$ cat src/rtl/chg_regbank_pkg.sv
package chg_regbank_pkg;

  localparam int NSLOT    = 6;
  localparam int MASK_SLOT = 5;
  localparam logic [5:0] ICHG_MAX = 6'd50;

  localparam int A_STAT0 = 8;
  localparam int A_STAT1 = 9;
  localparam int A_STAT2 = 10;
  localparam int A_INFO  = 11;

  function automatic int slot_addr(input int s);
    return (s == MASK_SLOT) ? A_STAT2 : s;
  endfunction

  function automatic logic [7:0] slot_def(input int s);
    case (s)
      0: return 8'h17;
      1: return 8'h2A;
      2: return 8'h91;
      3: return 8'h0D;
      4: return 8'h0B;
      default: return 8'h00;
    endcase
  endfunction

  function automatic logic [7:0] slot_wrmask(input int s);
    case (s)
      0: return 8'h9F;
      1: return 8'h3E;
      2: return 8'hBF;
      3: return 8'h0F;
      4: return 8'h0F;
      default: return 8'h03;
    endcase
  endfunction

  function automatic logic [7:0] slot_wdmask(input int s);
    case (s)
      0: return 8'h80;
      1: return 8'h06;
      2: return 8'hBF;
      3: return 8'h0F;
      default: return 8'h00;
    endcase
  endfunction

  function automatic logic [5:0] sat_ichg(input logic [5:0] c);
    return (c > ICHG_MAX) ? ICHG_MAX : c;
  endfunction

endpackage

$ cat src/rtl/chg_cfg_slice.sv
module chg_cfg_slice #(
  parameter logic [7:0] DEF    = 8'h00,
  parameter logic [7:0] WRMASK = 8'hFF,
  parameter logic [7:0] WDMASK = 8'h00,
  parameter bit         SAT_EN = 1'b0
) (
  input  logic       clk,
  input  logic       rst_n,
  input  logic       sw_rst,
  input  logic       wd_rst,
  input  logic       wr_en,
  input  logic [7:0] wdata,
  output logic [7:0] q
);
  import chg_regbank_pkg::*;

  logic [7:0] after_wd, merged, nxt;

  always_comb begin
    after_wd = (q & ~WDMASK) | (DEF & WDMASK);
    if (!wd_rst) after_wd = q;
    merged = (after_wd & ~WRMASK) | (wdata & WRMASK);
    if (SAT_EN) merged[5:0] = sat_ichg(merged[5:0]);
    nxt = wr_en ? merged : after_wd;
    if (sw_rst) nxt = DEF;
  end

  always_ff @(posedge clk or negedge rst_n)
    if (!rst_n) q <= DEF;
    else        q <= nxt;

  AST_WD_RESTORES_CLASS: assert property (@(posedge clk) disable iff (!rst_n)
    (wd_rst && !wr_en && !sw_rst) |=> ((q & WDMASK) == (DEF & WDMASK)));
  AST_WD_KEEPS_OTHERS: assert property (@(posedge clk) disable iff (!rst_n)
    (wd_rst && !wr_en && !sw_rst) |=> ((q & ~WDMASK) == ($past(q) & ~WDMASK)));
  AST_SW_RESTORES_ALL: assert property (@(posedge clk) disable iff (!rst_n)
    sw_rst |=> (q == DEF));
endmodule

$ cat src/rtl/chg_wd_timer.sv
module chg_wd_timer #(
  parameter int BASE = 40
) (
  input  logic       clk,
  input  logic       rst_n,
  input  logic       tick,
  input  logic [1:0] period,
  input  logic       restart,
  output logic       expire
);
  localparam int CNT_W = $clog2(4 * BASE + 1);

  logic [CNT_W-1:0] cnt;
  logic [CNT_W:0]   lim;

  always_comb begin
    case (period)
      2'd1:    lim = (CNT_W+1)'(BASE);
      2'd2:    lim = (CNT_W+1)'(2 * BASE);
      2'd3:    lim = (CNT_W+1)'(4 * BASE);
      default: lim = '0;
    endcase
  end

  assign expire = tick && (period != 2'd0) && !restart
                  && (({1'b0, cnt} + 1'b1) >= lim);

  always_ff @(posedge clk or negedge rst_n)
    if (!rst_n)                         cnt <= '0;
    else if (restart || period == 2'd0) cnt <= '0;
    else if (expire)                    cnt <= '0;
    else if (tick)                      cnt <= cnt + 1'b1;

  AST_DISABLED_HOLDS_ZERO: assert property (@(posedge clk) disable iff (!rst_n)
    (period == 2'd0) |=> (cnt == '0));
  AST_KICK_CLEARS_COUNT: assert property (@(posedge clk) disable iff (!rst_n)
    restart |=> (cnt == '0));
  AST_NO_EXPIRE_DISABLED: assert property (@(posedge clk) disable iff (!rst_n)
    (period == 2'd0) |-> !expire);
endmodule

$ cat src/rtl/chg_read_port.sv
module chg_read_port #(
  parameter int ADDR_W = 4,
  parameter logic [6:0] PART_ID = 7'h2C
) (
  input  logic                      clk,
  input  logic                      rst_n,
  input  logic                      rd,
  input  logic [ADDR_W-1:0]         addr,
  input  logic [chg_regbank_pkg::NSLOT*8-1:0] cfg,
  input  logic [7:0]                st0,
  input  logic [7:0]                st1_full,
  input  logic [5:0]                st2,
  output logic [7:0]                rdata
);
  import chg_regbank_pkg::*;

  logic [7:0] sel;

  always_comb begin
    sel = 8'h00;
    for (int s = 0; s < MASK_SLOT; s++)
      if (addr == ADDR_W'(s)) sel = cfg[s*8 +: 8];
    if (addr == ADDR_W'(A_STAT0)) sel = st0;
    if (addr == ADDR_W'(A_STAT1)) sel = st1_full;
    if (addr == ADDR_W'(A_STAT2)) sel = {st2, cfg[MASK_SLOT*8 +: 2]};
    if (addr == ADDR_W'(A_INFO))  sel = {1'b0, PART_ID};
  end

  always_ff @(posedge clk or negedge rst_n)
    if (!rst_n)  rdata <= 8'h00;
    else if (rd) rdata <= sel;
endmodule

$ cat src/rtl/chg_hostwd_regbank.sv
module chg_hostwd_regbank #(
  parameter int         ADDR_W  = 4,
  parameter int         WD_BASE = 40,
  parameter logic [6:0] PART_ID = 7'h2C
) (
  input  logic                   clk,
  input  logic                   rst_n,
  input  logic                   tick_i,
  input  logic [ADDR_W-1:0]      addr_i,
  input  logic [7:0]             wdata_i,
  input  logic                   wr_i,
  input  logic                   rd_i,
  output logic [7:0]             rdata_o,
  input  logic [7:0]             st0_i,
  input  logic [6:0]             st1_i,
  input  logic [5:0]             st2_i,
  output logic                   default_mode_o,
  output logic                   safety_restart_o,
  output logic [chg_regbank_pkg::NSLOT*8-1:0] cfg_o
);
  import chg_regbank_pkg::*;

  logic kick_evt, swrst_evt, wd_expire, wd_fault, safety_q;
  logic [1:0] wd_period;
  logic [5:0] ichg_code;

  assign kick_evt  = wr_i && (addr_i == ADDR_W'(1)) && wdata_i[0];
  assign swrst_evt = wr_i && (addr_i == ADDR_W'(A_INFO)) && wdata_i[7];

  generate
    for (genvar s = 0; s < NSLOT; s++) begin : g_slot
      logic hit;
      assign hit = wr_i && (addr_i == ADDR_W'(slot_addr(s)));
      chg_cfg_slice #(
        .DEF   (slot_def(s)),
        .WRMASK(slot_wrmask(s)),
        .WDMASK(slot_wdmask(s)),
        .SAT_EN(s == 2)
      ) u_slice (
        .clk   (clk),
        .rst_n (rst_n),
        .sw_rst(swrst_evt),
        .wd_rst(wd_expire),
        .wr_en (hit),
        .wdata (wdata_i),
        .q     (cfg_o[s*8 +: 8])
      );
    end
  endgenerate

  assign wd_period = cfg_o[3*8 +: 2];
  assign ichg_code = cfg_o[2*8 +: 6];

  chg_wd_timer #(.BASE(WD_BASE)) u_wd (
    .clk    (clk),
    .rst_n  (rst_n),
    .tick   (tick_i),
    .period (wd_period),
    .restart(kick_evt || swrst_evt),
    .expire (wd_expire)
  );

  always_ff @(posedge clk or negedge rst_n)
    if (!rst_n) begin
      wd_fault <= 1'b1;
      safety_q <= 1'b0;
    end else begin
      safety_q <= swrst_evt;
      if (wd_expire)  wd_fault <= 1'b1;
      else if (wr_i)  wd_fault <= 1'b0;
    end

  assign default_mode_o   = wd_fault;
  assign safety_restart_o = safety_q;

  chg_read_port #(.ADDR_W(ADDR_W), .PART_ID(PART_ID)) u_rd (
    .clk     (clk),
    .rst_n   (rst_n),
    .rd      (rd_i),
    .addr    (addr_i),
    .cfg     (cfg_o),
    .st0     (st0_i),
    .st1_full({wd_fault, st1_i}),
    .st2     (st2_i),
    .rdata   (rdata_o)
  );

  AST_EXPIRE_SETS_DEFAULT: assert property (@(posedge clk) disable iff (!rst_n)
    wd_expire |=> default_mode_o);
  AST_WRITE_ENTERS_HOST: assert property (@(posedge clk) disable iff (!rst_n)
    (wr_i && !wd_expire) |=> !default_mode_o);
  AST_SWRST_PULSES_SAFETY: assert property (@(posedge clk) disable iff (!rst_n)
    swrst_evt |=> safety_restart_o);
  AST_ICHG_SATURATED: assert property (@(posedge clk) disable iff (!rst_n)
    ichg_code <= ICHG_MAX);
  AST_KICK_BIT_UNSTORED: assert property (@(posedge clk) disable iff (!rst_n)
    cfg_o[8] == 1'b0);
endmodule

$ cat config.mk
export PLATFORM = sky130hd
export DESIGN_NAME = chg_hostwd_regbank
export DESIGN_NICKNAME = d
export VERILOG_FILES = /design/src/rtl/chg_regbank_pkg.sv /design/src/rtl/chg_cfg_slice.sv /design/src/rtl/chg_wd_timer.sv /design/src/rtl/chg_read_port.sv /design/src/rtl/chg_hostwd_regbank.sv
export SDC_FILE = /design/constraint.sdc
export NUM_CORES = 1
export LEC_CHECK = 0
export ABC_AREA = 1
export BUFFER_PORTS_ARGS = -buffer_cell sky130_fd_sc_hd__buf_2
export CAP_MARGIN = 20
export CORE_ASPECT_RATIO = 1.25
export CORE_MARGIN = 10
export CORE_UTILIZATION = 53
export CTS_BUF_LIST = sky130_fd_sc_hd__clkbuf_4 sky130_fd_sc_hd__clkbuf_8
export CTS_CLUSTER_SIZE = 12
export DETAILED_ROUTE_END_ITERATION = 10
export GPL_TIMING_DRIVEN = 0
export PLACE_DENSITY_LB_ADDON = 0.25
export SYNTH_ARGS = -nofsm -noshare
export SYNTH_HDL_FRONTEND = slang
export SYNTH_SLANG_ARGS = --single-unit
$ cat constraint.sdc
create_clock -name clk -period 3.01 [get_ports clk]
set_input_delay 0.301 -clock clk [delete_from_list [all_inputs] [get_ports clk]]
set_output_delay 0.301 -clock clk [all_outputs]
set_load 0.02 [all_outputs]
==> metrics, run 1 <==
run status finished clean; Pleak 1.95 nW; portion of synthesized cell area occupied by the leading cell type 0.251; First DRT Iteration DRCs about 160; cts bufs inserted 5; layout overhead on the synthesized area 22.4%; total power density per cell area 642 nW/um2; total inserted antenna cells 0; capturing element type of the critical path flip-flop; initial standard-cell utilization of the core 0.539; kind of path behind the tightest hold check in2reg; routed via count divided by cell count 5.34; total clock sinks 46; async set-or-reset flop fraction in the synthesized netlist 1.00; half-perimeter wire length after detailed placement a little under 7000 um; synthesized-area fraction occupied by and/or/nand/nor cells 0.310; Final TNS setup 0 ns; peak fanout along the critical path 9; most common library cells after synthesis nand2_1 (107), inv_1 (42), nor2_1 (30), dfrtp_1 (29), o21ai_0 (23); Post CTS Setup Buffer Count 0; total of warnings raised by yosys 0; H-tree levels 2; number of core rows 30; number of fillers in the final layout 510; cells taking the most area after synthesis dfrtp_1 (25%), dfstp_2 (15%), nand2_1 (14%); CTS Root Cell clkbuf_8; gr ovfl total 0; placed cell area 3410 um2; final worst setup slack roughly 0.44 ns; library cell with the largest summed area after synthesis dfrtp_1; share of the clock period used by the worst path 0.853; startpoint types flip-flop; synthesized flop and latch total 46; Worst Skew about 0.0088 ns; IR Drop Worst-Case VDD 514 uV; headroom to the max-slew limit 0.589; utilization of the core after routing 0.659; most common cell in the netlist nand2_1; sequential share of the synthesized area 0.405; total setup violations reported at the end of the flow 0; detailed-router iteration count before antenna repair 5; average routed wire per standard cell between 15 and 20 um; Avg Inst Size Synth around 7.5 um2; drc violations 0; dpl ws 0.503 ns; crit path DAT approximately 2.8 ns; gate count of the mapped netlist 385; overall global routing resource usage 0.192; fin crit period between 2 and 3 ns; overall die area 8830 um2; number of global-route vias before repair 2860; final standard cell area without fillers 3540 um2; I/O pins 96; Cell variety after synth 31; post-synthesis mux area share 0; antenna violations before repair 0; CTS clk-pin slew, worst paths about 0.09 ns; largest family of logic cells by synthesized area simple AND/OR/NAND/NOR gates; peak clock frequency supported by timing 389 MHz; post-layout power between 2 and 2.5 mW; count of buffers from port buffering 74; clock tree from TritonCTS built; layout cells sized above 1 0.297; xor and xnor area share after synthesis 0.0151; Post-Synthesis Cell Area 2890 um2; type of the worst setup path reg2reg; flip-flop cell with the highest count after synthesis dfrtp_1; combined flip-flop and latch cell area 1170 um2; Detailed Route WL 8750 um; Die Height 103 um; post-layout net count 532; remaining antenna violation count 0; maximum number of pins on one net before global-route repair 47; insertion delay of the later-clocked pin in the worst-skew pair 0.31 ns; # Max-Cap Violations 0; routability congestion estimate from global placement ~0.93; maximum buffer depth of the clock tree 2; slew at the pin closest to its max-slew limit between 0.6 and 0.7 ns; count of flip-flops with a built-in enable after synthesis 0; x dimension of the die 86.1 um; global-route wire length before repair 13800 um; Via Count 2945; core area 5370 um2; share of synthesized cell area in full adder, half adder and majority cells 0.0303; unrepaired setup endpoints after global routing false; final hold violation count 0; post-synthesis compound-gate area fraction 0.114; final number of max-transition violations 0; area used by multi-input combinational logic 1430 um2; Req. time, crit path between 3 and 4 ns
worst paths after layout:
check	start	end	slack, ns	cells after the start
setup / recovery	u_wd.cnt[0]$_DFFE_PN0P_	g_slot[2].u_slice.q[4]$_DFFE_PN1P_	0.44	15
hold / removal	wr_i	default_mode_o$_DFFE_PN1P_	0.22	2
setup reg to reg	u_wd.cnt[0]$_DFFE_PN0P_	g_slot[2].u_slice.q[4]$_DFFE_PN1P_	0.44	15
hold reg to reg	u_rd.rdata[1]$_DFFE_PN0P_	u_rd.rdata[1]$_DFFE_PN0P_	0.48	2
max in group asynchronous	rst_n	g_slot[3].u_slice.q[2]$_DFFE_PN1P_	1.99	3
min in group asynchronous	rst_n	g_slot[2].u_slice.q[1]$_DFFE_PN0P_	0.44	2
cell families after synthesis:
logic type	count (synthesis)
buffers and inverters	71
other	1
AO/OA/AOI/OAI	61
adder cells (fa/ha/maj)	7
flip-flops	46
AND/OR/NAND/NOR	194
XOR/XNOR	5
stage by stage:
| step | hold slack, ns | cells |
|---|---|---|
| after detailed placement | 0.461 | 542 |
| after floorplan | 0.00541 | 404 |
| final | 0.217 | 552 |
| after CTS | 0.211 | 550 |
| after global routing | 0.223 | 552 |
| after global placement | 0.460 | 542 |
worst max-delay path: stages (launching register included):
cell	delay [ns]
dfrtp_1	0.43
ha_1	0.21
nand2_1	0.08
nor2_2	0.17
nand3_1	0.11
xnor2_1	0.25
ha_1	0.30
a21o_1	0.20
nand3_1	0.08
nand2_1	0.05
inv_1	0.07
nand3_2	0.09
nand2_4	0.14
nand3_1	0.17
nand2_1	0.10
nand2_1	0.06
report_power, final:
group          internal (mW)  leakage, nW  switching [mW]
Clock                  0.195       0.0517           0.220
Sequential             0.833        0.562           0.134
Combinational          0.312         1.34           0.578
Total                   1.34         1.95           0.933
layout by cell type (no fill, tap or decap):
| master | count |
|---|---|
| o211ai_1 | 1 |
| o21bai_1 | 1 |
| dfstp_2 | 17 |
| nand2_1 | 107 |
| clkbuf_4 | 1 |
| buf_8 | 1 |
| o21ai_0 | 23 |
| nor2_4 | 5 |
| buf_2 | 78 |
| dlygate4sd3_1 | 1 |
| buf_12 | 1 |
| nand3_1 | 19 |
| clkinv_2 | 1 |
| o31ai_1 | 1 |
| nand4_1 | 22 |
| a21oi_1 | 15 |
| buf_4 | 20 |
| clkbuf_8 | 6 |
| ha_1 | 7 |
| o22ai_1 | 3 |
| conb_1 | 20 |
| nor2_1 | 30 |
| a21o_1 | 1 |
| dfrtp_1 | 29 |
| nand2_4 | 2 |
| or2_2 | 1 |
| inv_1 | 42 |
| nand3_2 | 3 |
| nand2_2 | 1 |
| inv_2 | 4 |
| nor2_2 | 3 |
| xnor2_1 | 3 |
| a31oi_1 | 8 |
| o21ai_1 | 8 |
| xor2_1 | 2 |
| nor3_2 | 1 |
flip-flops by register name (all words and copies together) (netlist names):
register,count
default_mode_o,1
safety_restart_o,1
g_slot.u_slice.q,28
u_wd.cnt,8
u_rd.rdata,8
metal layers:
metal	vias to the layer above	GRT usage	wire length, um
met5	-	0	0
met4	0	0.0558	150
met3	18	0.0482	782
met2	141	0.333	4320
met1	1358	0.228	3490
li1	1428	-	-
repair_timing:
item	in CTS	in global routing
hold endpoints to repair	0	8
gates resized for setup	0	0
hold buffers	0	1
layout make-up:
cell class,count,area share
clock inverter,1,0.00141
multi-input combinational,287,0.405
tap,64,0.0226
sequential,46,0.331
inverter,46,0.0488
clock buffer,7,0.0255
buffer,25,0.0523
timing repair buffer,76,0.113
No activity file was read; power rests on OpenSTA's default activity.
==> run 2: changes to the inputs <==
==> constraint.sdc (replaced) <==
create_clock -name clk -period 3.01 [get_ports clk]
set_input_delay 0.4515 -clock clk [delete_from_list [all_inputs] [get_ports clk]]
set_output_delay 0.4515 -clock clk [all_outputs]
set_load 0.02 [all_outputs]
==> metrics, run 2 (synthesized netlist as in run 1, its figures left out) <==
total power density per cell area 643 nW/um2; crit path DAT about 2.8 ns; maximum buffer depth of the clock tree 2; peak clock frequency supported by timing 391 MHz; overall global routing resource usage 0.192; area used by multi-input combinational logic 1430 um2; most frequent standard cell in the layout excluding fill and tap cells nand2_1; final hold slack 0.0582 ns; maximum number of pins on one net before global-route repair 47; dpl cells 542; insertion delay of the later-clocked pin in the worst-skew pair approximately 0.31 ns; slew at the pin closest to its max-slew limit 0.617 ns; overall die area approximately 9000 um2; core area 5370 um2; Setup crit start u_wd.cnt[0]$_DFFE_PN0P_; biggest regs g_slot.u_slice.q x28, u_rd.rdata x8, u_wd.cnt x8; remaining antenna violation count 0; kind of path behind the tightest hold check in2async; type of the worst setup path reg2reg; fin crit period roughly 2.6 ns; cells resized by post-CTS repair 0; number of cells in the finished layout apart from fillers 551; R2R Path Start u_wd.cnt[0]$_DFFE_PN0P_; share of the clock period used by the worst path 0.850; max reg flops 28; average routed wire per standard cell 15.8 um; number of global-route vias before repair about 2900; Pleak 1.95 nW; layout overhead on the synthesized area 22.0%; global-route wire length before repair 13800 um; Final TNS setup 0 ns; number of core rows 30; Die Height approximately 100 um; reg-to-reg endpoint g_slot[2].u_slice.q[4]$_DFFE_PN1P_; Post CTS Setup Buffer Count 0; initial standard-cell utilization of the core 0.539; total setup violations reported at the end of the flow 0; headroom to the max-slew limit 0.587; half-perimeter wire length after detailed placement 6840 um; I/O pins 96; unrepaired setup endpoints after global routing false; Via Count about 2900; # Max-Cap Violations 0; capturing element type of the critical path flip-flop; Reg with most FFs g_slot.u_slice.q; total inserted antenna cells 0; startpoint types flip-flop; First DRT Iteration DRCs ~200; Worst Setup EP g_slot[2].u_slice.q[4]$_DFFE_PN1P_; cts-stage hold buffer count 0; routability congestion estimate from global placement 0.933; R2R Setup Slk 0.45 ns; clock tree from TritonCTS built; drc violations 0; gr ovfl total 0; layout cells sized above 1 0.298; Worst Skew 0.00945 ns; count of buffers from port buffering 74; leading cell types in the layout, fill and taps excluded nand2_1 (107), buf_2 (78), inv_1 (42); IR Drop Worst-Case VDD 513 uV; cts bufs inserted 5; final hold violation count 0; x dimension of the die between 80 and 90 um; peak fanout along the critical path 9; combined flip-flop and latch cell area 1170 um2; routed via count divided by cell count 5.32; post-layout net count around 530; antenna violations before repair 0; final number of max-transition violations 0; Detailed Route WL slightly below 9000 um; FF-to-FF path depth 15; H-tree levels 2; number of fillers in the final layout 512; Req. time, crit path 3.25 ns; CTS clk-pin slew, worst paths 0.09 ns; run status finished clean; total clock sinks 46; CTS Root Cell clkbuf_8; utilization of the core after routing 0.657; detailed-router iteration count before antenna repair 5
-- run 2: cell types whose count changed in the layout (fill, tap and decap cells not counted) --
cell / delta
dlygate4sd3_1: -1
-- run 2: worst min-delay path by stage --
stage | end | depth (start not counted) | start | slack [ns]
4_1_cts | g_slot[0].u_slice.q[7]$_DFFE_PN0P_ | 1 | rst_n | 0.36
2_1_floorplan | g_slot[0].u_slice.q[3]$_DFFE_PN0P_ | 0 | rst_n | 0.16
3_5_place_dp | u_rd.rdata[1]$_DFFE_PN0P_ | 2 | u_rd.rdata[1]$_DFFE_PN0P_ | 0.46
6_report | g_slot[3].u_slice.q[1]$_DFFE_PN0P_ | 1 | rst_n | 0.06
3_3_place_gp | u_rd.rdata[1]$_DFFE_PN0P_ | 2 | u_rd.rdata[1]$_DFFE_PN0P_ | 0.46
5_1_grt | u_wd.cnt[3]$_DFFE_PN0P_ | 1 | rst_n | 0.08
-- run 2: through the flow --
stage	power, mW	instance area, um2	setup slack [ns]
2_1_floorplan	1.55	2960	0.825
3_3_place_gp	1.84	3410	0.549
3_5_place_dp	1.86	3410	0.503
4_1_cts	2.27	3510	0.466
5_1_grt	2.41	3530	0.269
6_report	2.27	3530	0.450
-- run 2: layout make-up --
cell class / instances / share of cell area
Multi-Input combinational cell: 287 / 0.406
Sequential cell: 46 / 0.332
Timing Repair Buffer: 75 / 0.111
Buffer: 25 / 0.0525
Inverter: 46 / 0.0489
Clock buffer: 7 / 0.0255
Tap cell: 64 / 0.0227
Clock inverter: 1 / 0.00142
-- run 2: report_power, final --
part           switching (mW)  internal (mW)  leakage, nW
Clock                   0.219          0.195       0.0517
Combinational           0.578          0.311         1.33
Sequential              0.132          0.833        0.562
-- run 2: critical path, cell delays in order (launching register included) --
cell and delay [ns]:
dfrtp_1 0.43, ha_1 0.21, nand2_1 0.08, nor2_2 0.17, nand3_1 0.11, xnor2_1 0.25
ha_1 0.30, a21o_1 0.20, nand3_1 0.08, nand2_1 0.05, inv_1 0.07, nand3_2 0.09
nand2_4 0.14, nand3_1 0.17, nand2_1 0.10, nand2_1 0.06
-- run 2: layer usage --
metal  global-route usage  part of all wire  vias to the layer above
li1                     -                 -                     1429
met1                0.228              0.40                     1347
met2                0.333              0.50                      132
met3               0.0482             0.083                       22
met4               0.0558             0.017                        0
met5                    0                 0                        -
==> run 3: changes to the inputs <==
--- a/config.mk
+++ b/config.mk
@@ -12,10 +12,11 @@
 export CORE_MARGIN = 10
 export CORE_UTILIZATION = 53
 export CTS_BUF_LIST = sky130_fd_sc_hd__clkbuf_4 sky130_fd_sc_hd__clkbuf_8
+export CTS_CLUSTER_DIAMETER = 80
 export CTS_CLUSTER_SIZE = 12
 export DETAILED_ROUTE_END_ITERATION = 10
 export GPL_TIMING_DRIVEN = 0
-export PLACE_DENSITY_LB_ADDON = 0.25
+export PLACE_DENSITY = 0.9
 export SYNTH_ARGS = -nofsm -noshare
 export SYNTH_HDL_FRONTEND = slang
 export SYNTH_SLANG_ARGS = --single-unit
==> metrics, run 3 (synthesized netlist as in run 1, its figures left out) <==
cells resized by post-CTS repair 0; crit path cell chain ha_1, nand2_1, nor2_2, xnor2_1, inv_1, ha_1, inv_1, o21bai_1, nor2_1, nor2_1, o21ai_1, nand3_1, o21ai_1; maximum buffer depth of the clock tree 2; drc violations 0; share of the clock period used by the worst path 0.838; area used by multi-input combinational logic 1430 um2; number of core rows 30; Reg with most FFs g_slot.u_slice.q; Req. time, crit path 3.23 ns; startpoint types flip-flop; maximum number of pins on one net before global-route repair 47; max reg flops 28; overall global routing resource usage 0.188; kind of path behind the tightest hold check in2async; insertion delay of the later-clocked pin in the worst-skew pair just over 0.3 ns; layout overhead on the synthesized area 22.0%; routability congestion estimate from global placement 0.946; Die Height about 100 um; number of cells in the finished layout apart from fillers 551; total clock sinks 46; crit path DAT 2.74 ns; headroom to the max-slew limit 0.561; total power density per cell area 647 nW/um2; cts-stage hold buffer count 0; half-perimeter wire length after detailed placement 6760 um; x dimension of the die around 86 um; CTS clk-pin slew, worst paths 0.09 ns; Pleak 1.95 nW; final hold violation count 0; antenna violations before repair 0; cts bufs inserted 5; net load switching power roughly 940 uW; core area around 5400 um2; Via Count between 2000 and 3000; initial standard-cell utilization of the core 0.539; part of the power in the clock network 0.177; peak fanout along the critical path 6; slew at the pin closest to its max-slew limit between 0.6 and 0.7 ns; type of the worst setup path reg2reg; part of the total power dissipated in sequential elements 0.427; total setup violations reported at the end of the flow 0; Worst Skew 0.00850 ns; post-layout net count 531; Post CTS Setup Buffer Count 0; peak clock frequency supported by timing 396 MHz; part of the power in combinational logic 0.396; overall die area between 8000 and 9000 um2; biggest regs g_slot.u_slice.q x28, u_rd.rdata x8, u_wd.cnt x8; number of fillers in the final layout 453; detailed-router iteration count before antenna repair 5; total inserted antenna cells 0; H-tree levels 2; Critical Path Max Stage Delay between 0.4 and 0.5 ns; switching power share of the total 0.413; global-route wire length before repair 13700 um; capturing element type of the critical path flip-flop; I/O pins 96; fin crit period 2.52 ns; count of buffers from port buffering 74; run status finished clean; CTS Root Cell clkbuf_8; final number of max-transition violations 0; layout cells sized above 1 0.298; dpl cells 542; Final TNS setup 0 ns; remaining antenna violation count 0; First DRT Iteration DRCs 241; routed via count divided by cell count 5.34; average routed wire per standard cell 15.6 um; Cell Int Power 1.34 mW; most frequent standard cell in the layout excluding fill and tap cells nand2_1; number of global-route vias before repair 2867; critical-path cell with the highest stage delay dfrtp_1; gr ovfl total 0; Detailed Route WL about 8600 um; clock tree from TritonCTS built; # Max-Cap Violations 0; leading cell types in the layout, fill and taps excluded nand2_1 (107), buf_2 (78), inv_1 (42); combined flip-flop and latch cell area between 1000 and 1500 um2; unrepaired setup endpoints after global routing false; IR Drop Worst-Case VDD 369 uV
-- run 3: metrics by stage --
stage | hold WS [ns] | cell area [um2] | power, mW | utilization | worst slack, ns
detailed placement | 0.462 | 3410 | 1.88 | 0.636 | 0.519
global route | 0.0131 | 3530 | 2.42 | 0.657 | 0.232
global placement | 0.460 | 3410 | 1.84 | 0.636 | 0.575
CTS | 0.357 | 3510 | 2.27 | 0.654 | 0.493
floorplan | 0.156 | 2960 | 1.55 | - | 0.825
finish | 0.00395 | 3530 | 2.28 | 0.657 | 0.487
-- run 3: path summary, 6_finish.rpt --
| kind | from | endpoint | slack, ns | cells after the start |
|---|---|---|---|---|
| setup / recovery | u_wd.cnt[0]$_DFFE_PN0P_ | u_wd.cnt[5]$_DFFE_PN0P_ | 0.49 | 13 |
| hold / removal | rst_n | g_slot[2].u_slice.q[3]$_DFFE_PN0P_ | 0.004 | 1 |
| setup reg to reg | u_wd.cnt[0]$_DFFE_PN0P_ | u_wd.cnt[5]$_DFFE_PN0P_ | 0.49 | 13 |
| hold reg to reg | u_rd.rdata[1]$_DFFE_PN0P_ | u_rd.rdata[1]$_DFFE_PN0P_ | 0.48 | 2 |
| max in group asynchronous | rst_n | g_slot[2].u_slice.q[0]$_DFFE_PN1P_ | 2.46 | 2 |
| min in group clk | wr_i | default_mode_o$_DFFE_PN1P_ | 0.38 | 2 |
-- run 3: layout make-up --
cell class	count	area share
clock buffer	7	0.0255
multi-input combinational	287	0.406
timing repair buffer	75	0.111
clock inverter	1	0.00142
sequential	46	0.332
inverter	46	0.0489
tap	64	0.0227
buffer	25	0.0525
-- run 3: per-layer routing --
metal / vias up / wire length [um] / global-route usage
met1: 1343 / 3390 / 0.218
li1: 1422 / - / -
met4: 0 / 141 / 0.0609
met3: 13 / 903 / 0.0585
met5: - / 0 / 0
met2: 165 / 4190 / 0.321
-- run 3: worst max-delay path: cells and delay by family (launching register included) --
family          cells  cell delay, ns
xor+xnor            1            0.17
fa+ha+maj           2            0.53
simple gates        5            0.69
compound gates      3            0.48
buf+inv             2            0.14
flops               1            0.43
-- run 3: power by group through the flow --
stage | combinational (mW) | sequential, mW | clock, mW
2_1_floorplan | 0.415 | 1.13 | 0
3_3_place_gp | 0.869 | 0.972 | 0
3_5_place_dp | 0.898 | 0.978 | 0
4_1_cts | 0.903 | 0.969 | 0.402
5_1_grt | 0.997 | 0.994 | 0.434
6_report | 0.904 | 0.974 | 0.404
